--- config.mk ---
export PLATFORM = sky130hd
export DESIGN_NAME = idle_pwr_ctrl
export DESIGN_NICKNAME = d
export VERILOG_FILES = /design/src/rtl/idle_pwr_ctrl.sv
export SDC_FILE = /design/constraint.sdc
export NUM_CORES = 1
export LEC_CHECK = 0
export ABC_CLOCK_PERIOD_IN_PS = 4100
export BUFFER_PORTS_ARGS = -buffer_cell sky130_fd_sc_hd__clkbuf_2
export CORE_ASPECT_RATIO = 1.2
export CORE_MARGIN = 4
export CORE_UTILIZATION = 35
export CTS_CLUSTER_DIAMETER = 100
export DETAILED_ROUTE_END_ITERATION = 12
export SLEW_MARGIN = 20
export SYNTH_ARGS = -nofsm -noshare
export SYNTH_HDL_FRONTEND = slang
export SYNTH_SLANG_ARGS = --single-unit
--- constraint.sdc ---
create_clock -name clk -period 4.1 [get_ports clk]
set_clock_uncertainty 0.15 [all_clocks]
set_input_delay 0.82 -clock clk [delete_from_list [all_inputs] [get_ports clk]]
set_output_delay 0.82 -clock clk [all_outputs]
set_load 0.02 [all_outputs]
--- src/rtl/idle_pwr_ctrl.sv ---
module idle_pwr_ctrl #(
  parameter int BASE_LOG2 = 12,
  parameter int NUM_WIN   = 5,
  parameter int HALT_DLY  = 256,
  localparam int CW = BASE_LOG2 + NUM_WIN,
  localparam int SW = $clog2(NUM_WIN),
  localparam int DW = $clog2(HALT_DLY)
) (
  input  logic          clk,
  input  logic          rst_n,
  input  logic          wsel_we,
  input  logic [SW-1:0] wsel_wd,
  input  logic          idle_req,
  input  logic          halt_req,
  input  logic          halt_dis,
  input  logic          wake_i,
  input  logic          pend_we,
  input  logic          pend_wd,
  input  logic          irq_en,
  output logic [SW-1:0] wsel,
  output logic          pend,
  output logic          irq,
  output logic          idle,
  output logic          halted,
  output logic          run_en
);

  typedef enum logic [1:0] {S_RUN, S_IDLE, S_HALT, S_WARM} st_t;

  st_t           st;
  logic [CW-1:0] cnt;
  logic          tap_q;
  logic [DW-1:0] dly;
  logic          tap_now, evt, wake_any;

  assign tap_now  = cnt[BASE_LOG2 + int'(wsel)];
  assign evt      = tap_now ^ tap_q;
  assign wake_any = evt | wake_i;

  assign irq    = pend & irq_en;
  assign run_en = (st == S_RUN);
  assign idle   = (st == S_IDLE);
  assign halted = (st == S_HALT) || (st == S_WARM);

  always_ff @(posedge clk or negedge rst_n) begin
    if (!rst_n) begin
      cnt   <= '0;
      tap_q <= 1'b0;
    end else begin
      cnt   <= cnt + 1'b1;
      tap_q <= tap_now;
    end
  end

  always_ff @(posedge clk or negedge rst_n) begin
    if (!rst_n)
      wsel <= '0;
    else if (wsel_we)
      wsel <= (int'(wsel_wd) > NUM_WIN - 1) ? SW'(NUM_WIN - 1) : wsel_wd;
  end

  always_ff @(posedge clk or negedge rst_n) begin
    if (!rst_n)
      pend <= 1'b0;
    else if (evt)
      pend <= 1'b1;
    else if (pend_we && !pend_wd)
      pend <= 1'b0;
  end

  always_ff @(posedge clk or negedge rst_n) begin
    if (!rst_n) begin
      st  <= S_RUN;
      dly <= '0;
    end else begin
      unique case (st)
        S_RUN: if (!wake_any) begin
          if (halt_req && !halt_dis) st <= S_HALT;
          else if (idle_req)         st <= S_IDLE;
        end
        S_IDLE: if (wake_any) st <= S_RUN;
        S_HALT: if (wake_i) begin
          st  <= S_WARM;
          dly <= DW'(HALT_DLY - 1);
        end
        S_WARM: if (dly == '0) st <= S_RUN;
                else           dly <= dly - 1'b1;
        default: st <= S_RUN;
      endcase
    end
  end

endmodule


Word-level counts from Yosys, hierarchy flattened
Index checks and enable logic that the tools add are counted.

storage, ports and cells
  flip-flop bits (word level) = 32
  output and inout bits = 8

operators by class
  eq/ne operators = 9
  reduce and logical (&&, ||, !) cells = 11
  mux-type cells = 16
  magnitude comparators = 2
  bitwise logic cells = 3
  $add $sub $neg = 3

operator list
  cell                                                                   count
  17-bit by 1-bit adder with 17-bit output, second input constant        1
  8-bit 2-to-1 mux                                                       2
  8-bit one-hot mux with 2 select lines                                  1
  2-bit 2-to-1 mux                                                       6
  8-bit logical NOT                                                      1
  2-bit one-hot mux with 4 select lines                                  1
  8-bit by 1-bit subtractor with 8-bit output, second input constant     1
  5-bit by 6-bit < comparator with 1-bit output, second input constant   1
  2-bit != test, second input constant                                   3
  4-bit by 3-bit adder with 5-bit output, first input constant           1
  1-bit binary-select mux with 5-bit select                              1
  5-bit AND reduction                                                    1
  2-bit equality test, second input constant                             2
  1-bit 2-to-1 mux                                                       4
  2-bit by 1-bit != test with 1-bit output, second input constant        2
  2-bit nonzero test                                                     2
  3-bit > comparator, second input constant                              1
  3-bit 2-to-1 mux                                                       1
  3-bit by 2-bit != test with 1-bit output, second input constant        1
  3-bit AND reduction                                                    1
  2-bit by 1-bit equality test with 1-bit output, second input constant  1
  1-bit logical AND                                                      2
  1-bit logical NOT                                                      2
  2-bit logical NOT                                                      1
  other kinds (4)                                                        4

Depth between registers and ports, before layout
Gate-level depths: netlist (run 1).

  depth in word-level cells = 8
  mapped depth = 6

Least setup slack after synthesis (run 1)
No wires, ideal clock.

  path kind = input -> output
  from = input irq_en
  to = output irq
  arrival = 1030 ps
  buffers on the path = 0
  path slack = 2100 ps
  stages on the path = 1
  cells stage by stage = and2_1

on the way
  longest elaborated chain between the ends = 1

RTL lines
  element      RTL line  RTL
  from (decl)  19        input logic irq_en,
  1-bit AND    40        assign irq = pend & irq_en;
  to (decl)    22        output logic irq,

No other way between the ends.

Final worst setup path (run 1)
  from = register st[0]
  to = output idle

on the way
  longest elaborated chain between the ends = 1

RTL lines
  element                                         RTL line  RTL
  from (decl)                                     30        st_t st;
  from (signal assigned)                          73        st <= S_RUN;
  from (signal assigned)                          78        if (halt_req && !halt_dis) st <= S_HALT;
  from (signal assigned)                          79        else if (idle_req) st <= S_IDLE;
  2-bit by 1-bit equality test with 1-bit output  42        assign idle = (st == S_IDLE);
  to (decl)                                       23        output logic idle,

No other way between the ends.

==> results of run 1 <==
## through the flow
step	hold WS [ps]	instances	worst slack [ps]	power, mW	util
after global routing	338	213	1830	0.790	0.431
after floorplan	288	134	2100	0.462	-
after detailed placement	307	205	1950	0.504	0.409
final	317	213	1950	0.743	0.431
after global placement	302	205	1970	0.494	0.409
after CTS	320	213	1910	0.753	0.431
## flip-flops by register name, indices dropped and copies added (netlist names)
| signal | cells |
|---|---|
| dly | 8 |
| tap_q | 1 |
| pend | 1 |
| st | 2 |
| cnt | 17 |
| wsel | 3 |
## where the power goes
| part | internal, mW | total, mW | switching [mW] | leakage [nW] |
|---|---|---|---|---|
| Sequential | 0.345 | 0.377 | 0.0321 | 0.387 |
| Combinational | 0.0522 | 0.119 | 0.0671 | 0.370 |
| Clock | 0.137 | 0.246 | 0.110 | 0.0455 |
| Total | 0.534 | 0.743 | 0.209 | 0.803 |
## kinds of logic after synthesis
logic type / after synthesis
AOI/OAI and AO/OA: 14
xor gates and xnor gates: 19
adders and majority gates: 3
buffers and inverters: 11
DFF: 32
muxes: 4
and+or+nand+nor: 51
## layout make-up
cell class | instances | area share
clock buffer | 8 | 0.0518
tap | 54 | 0.0388
timing repair buffer | 20 | 0.0575
inverter | 8 | 0.0173
multi-input combinational | 91 | 0.375
sequential | 32 | 0.460
## how the worst max path moves through the flow
stage / cells past startpoint / to / slack (ps) / from
floorplan: 1 / irq / 2100 / irq_en
global placement: 3 / irq / 1970 / irq_en
detailed placement: 3 / irq / 1950 / irq_en
CTS: 3 / idle / 1910 / st[0]
global route: 3 / idle / 1830 / st[0]
finish: 3 / idle / 1950 / st[0]
## cell usage in the layout, fill, tap and decap left out
master,n
a21o_1,2
a21oi_1,3
a31oi_1,1
and2_1,1
and3_1,3
and4_1,4
clkbuf_1,2
clkbuf_2,20
clkbuf_8,6
dfrtp_1,32
ha_1,3
inv_1,8
mux2_2,1
mux2i_1,3
nand2_1,10
nand2_2,1
nand2b_1,2
nand3_1,11
nand3b_1,2
nand4_1,2
nor2_1,3
nor3_1,4
nor4_1,2
nor4b_4,1
o21ai_0,5
o31ai_2,1
o41ai_1,2
or3_1,1
or3_4,2
or4_2,1
or4_4,1
xnor2_1,17
xor2_1,2
## routing by layer
layer  track usage  part of all wire  wire length, um  vias up
met2         0.200              0.53             1450       12
met5             0                 0                0        -
met3        0.0380             0.033               90        8
met1         0.130              0.42             1150      512
met4        0.0649             0.022               60        0
li1              -                 -                -      521
==> reports/results.tsv, run 1 <==
stage	metric	value	unit
critical_path	critical path class	flip-flop to primary output	
worst_hold_path	hold endpoint	cnt[11]	
cts	Post-CTS Setup Inserts	0	
power	pwr dens	427	nW/um^2
placement	final RePlAce weighted congestion	0.744	
placement	Post-DP HPWL	1960	um
critical_path	cell family with most CP delay	flip-flops	
cts	Max clock buf depth	2	
sta	Pins Over Slew Limit	0	
final_layout	ant diodes	0	
critical_path	CP max FO	7	
global_routing	maximum number of pins on one net before global-route repair	33	
drt	DR WL/cell	12.9	um
synthesis	synthesized area per cell	11.2	um^2
final_layout	Seq. cell area	801	um^2
cts	worst skew pair latency	280	ps
synthesis	XOR/XNOR Fraction of Synth Area	0.111	
synthesis	Mapped Cells	134	
synthesis	compound-gate portion of the synthesized area	0.0611	
critical_path	worst reg2reg path startpoint	dly[4]	
synthesis	most frequent cell after synthesis	dfrtp_1	
worst_hold_path	Hold Crit Start	cnt[11]	
synthesis	synth cell count leaders	dfrtp_1 (32), xnor2_1 (17), nand3_1 (11)	
final_layout	synth-to-layout area growth	16.4	%
cts	CTS tree	done	
floorplanning	die area	5390	um^2
final_layout	area occupied by multi-input gates	652	um^2
floorplanning	Die Wd	67.7	um
drt	DRT Wirelength	2750	um
sta	Hold Violations, Final	0	
sta	final setup vio count	0	
critical_path	Reg-to-Reg End	dly[0]	
cts	H-tree Lvls	2	
synthesis	Yosys Warn Count	0	
final_layout	share of layout cells above drive strength 1	0.214	
critical_path	crit-path cells	inv_1 -> nor2_1 -> clkbuf_2	
cts	CTS Hold Bufs	0	
synthesis	EDFF count, synth	0	
status	outcome	finished, final reports clean	
synthesis	post-synth cell types	32	
drt	Initial DRT Pass Iterations	4	
global_routing	GRT overflow	0	
final_layout	Final Cell Area	1740	um^2
synthesis	most area-consuming cells after synthesis	dfrtp_1 (54%), xnor2_1 (10%), nand3_1 (3.7%), ha_1 (2.5%), nand2_1 (2.5%)	
sta	setup TNS	0	ps
floorplanning	# IOs	21	
synthesis	Net Count, Synth	150	
drt	via/cell ratio	4.94	
synthesis	asr flop ratio synth	1.00	
critical_path	critical path data required time	3130	ps
placement	Area after DPL	1650	um^2
drt	DR DRC count	0	
power	Peak VDD IR	0.000229	V
critical_path	register-to-register setup slack	2080	ps
global_routing	initial antenna violation count	0	
sta	Rel. slew slack	0.478	
synthesis	Main synth FF type	dfrtp_1	
sta	Max Freq	464	MHz
critical_path	slowest stage delay, CP	470	ps
final_layout	# nets final	174	
global_routing	vias in the first global route	1121	
synthesis	largest family of logic cells by synthesized area	simple AND/OR/NAND/NOR gates	
critical_path	reg2reg path depth	5	
flow_run	max capacitance violation total	0	
synthesis	Synth Area in Adders	0.0251	
synthesis	Seq/Total Area, Yosys	0.536	
worst_hold_path	hold path cells	1	
placement	port bufs	20	
floorplanning	# rows	25	
synthesis	#FFs+latches synth	32	
final_layout	fill count	405	
cts	total CTS buffers	5	
floorplanning	Core Region	4040	um^2
synthesis	Yosys top cell by area	dfrtp_1	
floorplanning	Initial Util	0.371	
critical_path	CP Data Arrival Time	1180	ps
cts	Clock transition at path regs	60	ps
drt	antenna-violating nets left	0	
critical_path	CP Launch Type	flip-flop	
critical_path	CP endpoint kind	primary output	
cts	CTS sink count	32	
floorplanning	die outline height	79.6	um
synthesis	post-synthesis simple-gate area fraction	0.211	
worst_hold_path	hold crit path type	flip-flop to flip-flop	
sta	RSZ-0062 raised after global routing	false	
cts	post-CTS sizing	0	
drt	routed via count	1053	
sta	Tcrit/Tclk final	0.525	
synthesis	fraction of synthesized area in multiplexers	0.0276	
global_routing	global-route usage over all layers	0.119	
synthesis	post-synthesis instance area	1500	um^2
critical_path	Crit-path slowest cell	dfrtp_1	
global_routing	first-pass GRT wire length	4820	um
power	LEAKAGE	0.803	nW
cts	root buf cell	clkbuf_8	
drt	initial drt markers	35	
synthesis	top cell type's share of synthesized area	0.536	
sta	pin slew with the least headroom to its limit	783	ps
sta	Tmin final	2150	ps
critical_path	CP Buf/Inv Count	2	
Power figures use the tool's default switching activity.
==> run 2, diff against run 1 <==
Settings changed: ABC_CLOCK_PERIOD_IN_PS 4100 to 1900.
Clock period 4.1 ns to 1.9 ns, I/O delays scaled along.
==> reports/results.tsv, run 2 (synthesized netlist as in run 1, its figures left out) <==
stage	metric	value	unit
global_routing	met2 usage	0.198	
power	pwr dens	876	nW/um^2
global_routing	initial antenna violation count	0	
power	Reg power frac	0.505	
global_routing	met1 Use GR	0.136	
drt	DR DRC count	0	
critical_path	CP endpoint kind	flip-flop	
floorplanning	die area	5390	um^2
floorplanning	Die Wd	67.7	um
final_layout	synth-to-layout area growth	22.3	%
placement	port bufs	20	
final_layout	post-route insts no fill	222	
sta	Tcrit/Tclk final	0.985	
critical_path	CP Data Arrival Time	1880	ps
power	logic gate share of total power	0.197	
floorplanning	die outline height	79.6	um
critical_path	critical path class	flip-flop to flip-flop	
worst_hold_path	hold crit path type	input pin to flip-flop	
placement	final RePlAce weighted congestion	0.735	
global_routing	routing usage on met3	0.0338	
drt	Initial DRT Pass Iterations	4	
status	outcome	finished, final reports clean	
critical_path	CP max FO	5	
cts	total CTS buffers	5	
final_layout	# nets final	184	
cts	CTS sink count	32	
final_layout	share of layout cells above drive strength 1	0.286	
floorplanning	# IOs	21	
sta	Pins Over Slew Limit	0	
sta	Hold Violations, Final	0	
global_routing	maximum number of pins on one net before global-route repair	33	
global_routing	GRT overflow	0	
placement	Post-DP HPWL	1960	um
critical_path	critical path data required time	1910	ps
drt	DR WL/cell	12.6	um
floorplanning	Initial Util	0.371	
sta	pin slew with the least headroom to its limit	410	ps
final_layout	most common cell after layout, fill and taps aside	dfrtp_1	
cts	Max clock buf depth	2	
sta	Tmin final	1870	ps
global_routing	global route hottest layer	met2	
drt	initial drt markers	47	
global_routing	vias in the first global route	1100	
power	Switching Power	464	uW
floorplanning	Core Region	4040	um^2
power	LEAKAGE	0.846	nW
flow_run	max capacitance violation total	0	
cts	H-tree Lvls	2	
power	Internal	1.14	mW
sta	Rel. slew slack	0.727	
floorplanning	# rows	25	
cts	worst skew pair latency	280	ps
cts	CTS tree	done	
power	Peak VDD IR	0.000400	V
cts	root buf cell	clkbuf_8	
final_layout	ant diodes	0	
power	Switching Fraction	0.289	
drt	DRT Wirelength	2790	um
final_layout	register with the most flip-flops	cnt	
sta	hold slack	186	ps
sta	Max Freq	534	MHz
global_routing	global-route usage over all layers	0.123	
critical_path	CP Launch Type	flip-flop	
drt	antenna-violating nets left	0	
power	Clk pwr share	0.298	
final_layout	most frequent cells in the layout	dfrtp_1 (32), clkbuf_2 (20), xnor2_1 (17), nand3_1 (11), nand2_1 (10)	
sta	RSZ-0062 raised after global routing	true	
cts	Clock transition at path regs	70	ps
final_layout	registers with the most flip-flops	cnt (17), dly (8), wsel (3)	
placement	Cells after DPL	209	
drt	via/cell ratio	4.82	
global_routing	first-pass GRT wire length	4890	um
final_layout	max reg flops	17	
drt	routed via count	1071	
sta	final setup vio count	0	
run 2: power by group through the flow:
stage,Clock (mW),Combinational [mW],Sequential [mW]
finish,0.478,0.315,0.809
global route,0.534,0.371,0.816
CTS,0.508,0.275,0.807
detailed placement,0,0.272,0.819
global placement,0,0.263,0.816
floorplan,0,0.182,0.815
run 2: layout make-up:
type                            instances  area, um^2
Fill cell                             386        2210
Multi-Input combinational cell         91         674
Inverter                                8        30.0
Sequential cell                        32         801
Clock buffer                            6        72.6
Timing Repair Buffer                   30         178
Clock inverter                          1        5.00
Tap cell                               54        67.6
run 2: path summary, 6_finish.rpt:
| check | start | end | slack [ps] | cells after the start |
|---|---|---|---|---|
| setup / recovery | dly[6] | dly[4] | 30 | 6 |
| hold / removal | wsel_wd[0] | wsel[0] | 190 | 3 |
| setup reg to reg | dly[6] | dly[4] | 30 | 6 |
| hold reg to reg | cnt[4] | cnt[4] | 310 | 1 |
| max in group asynchronous | rst_n | cnt[0] | 790 | 3 |
| min in group asynchronous | rst_n | dly[3] | 500 | 3 |
run 2: timing repair:
item | CTS | global route
pin swaps | 1 | 4
hold buffers | 1 | 0
hold endpoints to repair | 32 | 0
gates resized for setup | 0 | 7
setup endpoints to repair | 2 | 7
buffers inserted | 2 | 3
cloned | 0 | 0
run 2: per-layer routing:
layer | part of all wire | wire [um]
met1 | 0.42 | 1170
met2 | 0.52 | 1440
met3 | 0.032 | 88
met4 | 0.034 | 94
met5 | 0 | 0
run 2: stage by stage:
| step | setup WS (ps) | instance area, um^2 | power (mW) | utilization | setup TNS (ps) |
|---|---|---|---|---|---|
| after floorplan | 90.0 | 1500 | 0.997 | - | 0 |
| after global placement | 35.7 | 1680 | 1.08 | 0.416 | 0 |
| after detailed placement | -3.81 | 1680 | 1.09 | 0.416 | -3.81 |
| after CTS | -16.5 | 1780 | 1.59 | 0.442 | -16.5 |
| after global routing | -82.7 | 1830 | 1.72 | 0.453 | -171 |
| final | 27.9 | 1830 | 1.60 | 0.453 | 0 |
run 2: worst max-delay path, cell delays in order, from the launching register on:
cell and delay [ps]:
dfrtp_1 390, or3_4 400, nor4b_4 340, buf_4 180, nor4_2 40, xnor2_1 170
nand2_1 70
==> run 3, diff against run 2 <==
Settings changed: CORE_ASPECT_RATIO 1.2 to unset.
==> reports/results.tsv, run 3 (synthesized netlist as in run 1, its figures left out) <==
stage	metric	value	unit
critical_path	CP Launch Type	flip-flop	
status	outcome	finished, final reports clean	
sta	setup TNS	0	ps
worst_hold_path	hold crit path type	input pin to flip-flop	
final_layout	post-route insts no fill	219	
floorplanning	die area	5380	um^2
critical_path	CP endpoint kind	flip-flop	
global_routing	first-pass GRT wire length	4800	um
sta	Final Worst Setup Slack	51.9	ps
sta	Hold Violations, Final	0	
critical_path	CP max FO	4	
sta	RSZ-0062 raised after global routing	true	
drt	DRT Wirelength	2780	um
floorplanning	die outline height	73.4	um
final_layout	# nets final	184	
drt	DR DRC count	0	
placement	Post-DP HPWL	2010	um
global_routing	vias in the first global route	1127	
power	Reg power frac	0.485	
drt	Initial DRT Pass Iterations	4	
drt	DR WL/cell	12.7	um
cts	Clock transition at path regs	60	ps
critical_path	critical path class	flip-flop to flip-flop	
floorplanning	Initial Util	0.368	
critical_path	Reg-to-Reg End	dly[7]	
sta	Pins Over Slew Limit	0	
final_layout	max reg flops	17	
critical_path	crit-path cells	buf_4 -> or3_4 -> or4_4 -> o31ai_2 -> a21o_1	
drt	antenna-violating nets left	0	
global_routing	GRT overflow	0	
floorplanning	# rows	23	
placement	Cells after DPL	205	
critical_path	CP Data Arrival Time	1920	ps
drt	max layer used	met4	
floorplanning	Core Region	4060	um^2
global_routing	maximum number of pins on one net before global-route repair	33	
cts	worst skew pair latency	280	ps
sta	pin slew with the least headroom to its limit	393	ps
cts	Max clock buf depth	2	
final_layout	most frequent cells in the layout	dfrtp_1 (32), clkbuf_2 (20), xnor2_1 (17), nand3_1 (11), nand2_1 (10)	
drt	Met2 Wirelength	1370	um
sta	Rel. slew slack	0.738	
cts	H-tree Lvls	2	
critical_path	reg2reg path depth	5	
drt	initial drt markers	49	
critical_path	worst reg2reg path startpoint	dly[1]	
power	Switching Fraction	0.284	
sta	Tmin final	1850	ps
drt	via/cell ratio	4.92	
power	logic gate share of total power	0.202	
power	Switching Power	472	uW
drt	WL met1	1230	um
drt	met3 wire length	142	um
final_layout	area occupied by multi-input gates	672	um^2
power	Peak VDD IR	0.000437	V
placement	port bufs	20	
worst_hold_path	Hold Crit Start	wake_i	
floorplanning	# IOs	21	
final_layout	Seq. cell area	801	um^2
sta	Max Freq	541	MHz
sta	hold slack	207	ps
cts	CTS sink count	32	
placement	pre-CTS setup slack	-50.4	ps
global_routing	global-route usage over all layers	0.115	
final_layout	share of layout cells above drive strength 1	0.296	
worst_hold_path	hold endpoint	st[1]	
critical_path	critical path data required time	1970	ps
power	Internal	1.19	mW
cts	root buf cell	clkbuf_8	
power	Clk pwr share	0.313	
final_layout	ant diodes	0	
flow_run	max capacitance violation total	0	
sta	Tcrit/Tclk final	0.973	
final_layout	fill count	394	
power	LEAKAGE	0.853	nW
cts	CTS tree	done	
placement	final RePlAce weighted congestion	0.734	
final_layout	final core utilization	0.452	
global_routing	initial antenna violation count	0	
power	pwr dens	906	nW/um^2
final_layout	most common cell after layout, fill and taps aside	dfrtp_1	
sta	final setup vio count	0	
critical_path	Crit-path slowest cell	or4_4	
cts	total CTS buffers	5	
floorplanning	Die Wd	73.4	um
final_layout	registers with the most flip-flops	cnt (17), dly (8), wsel (3)	
drt	routed via count	1077	
worst_hold_path	hold path cells	2	
final_layout	register with the most flip-flops	cnt	
critical_path	register-to-register setup slack	50	ps
final_layout	synth-to-layout area growth	22.8	%
critical_path	slowest stage delay, CP	430	ps
-- run 3: worst max-delay path by stage --
stage                         to   start  cells after the start  slack, ps
after floorplan           dly[0]  dly[4]                      5         90
after global placement     st[0]  dly[4]                      5         50
after detailed placement   st[0]  dly[4]                      5        -50
after CTS                  st[0]  dly[4]                      5         10
after global routing      dly[6]  dly[5]                      6        -50
final                     dly[7]  dly[1]                      5         50
-- run 3: metrics by stage --
stage,power [mW],cell area (um^2)
5_1_grt,1.77,1840
4_1_cts,1.63,1790
2_1_floorplan,0.997,1500
6_report,1.66,1840
3_3_place_gp,1.07,1680
3_5_place_dp,1.09,1680
-- run 3: final cells by class --
class	instances	share of cell area
clock buffers	6	0.0450
clock inverters	2	0.00545
inverters	8	0.0164
multi-input cells	91	0.366
flip-flops and latches	32	0.436
well taps	50	0.0341
repair buffers	30	0.0968
-- run 3: timing repair --
action / 4_1_cts / 5_1_grt
hold endpoints to repair: 32 / 0
hold buffers: 1 / 0
resized for setup: 0 / 6
pin swaps: 1 / 3
buffers inserted: 2 / 3
endpoints found under the setup margin: 3 / 9
cloned: 0 / 0
-- run 3: metal layers --
| metal | GRT usage | vias up |
|---|---|---|
| met1 | 0.132 | 511 |
| met5 | 0 | - |
| li1 | - | 538 |
| met4 | 0.0523 | 0 |
| met3 | 0.0438 | 5 |
| met2 | 0.189 | 23 |
-- run 3: critical path: cells and delay by family, from the launching register on --
kind | cells | cell delay, ps
and+or+nand+nor | 2 | 820
DFF | 1 | 390
AOI/OAI and AO/OA | 2 | 300
buffers and inverters | 1 | 140
-- run 3: power groups by stage --
stage          Sequential [mW]  Combinational [mW]  Clock, mW
2_1_floorplan            0.815               0.182          0
3_3_place_gp             0.814               0.260          0
3_5_place_dp             0.817               0.278          0
4_1_cts                  0.804               0.288      0.541
5_1_grt                  0.816               0.378      0.577
6_report                 0.806               0.336      0.521
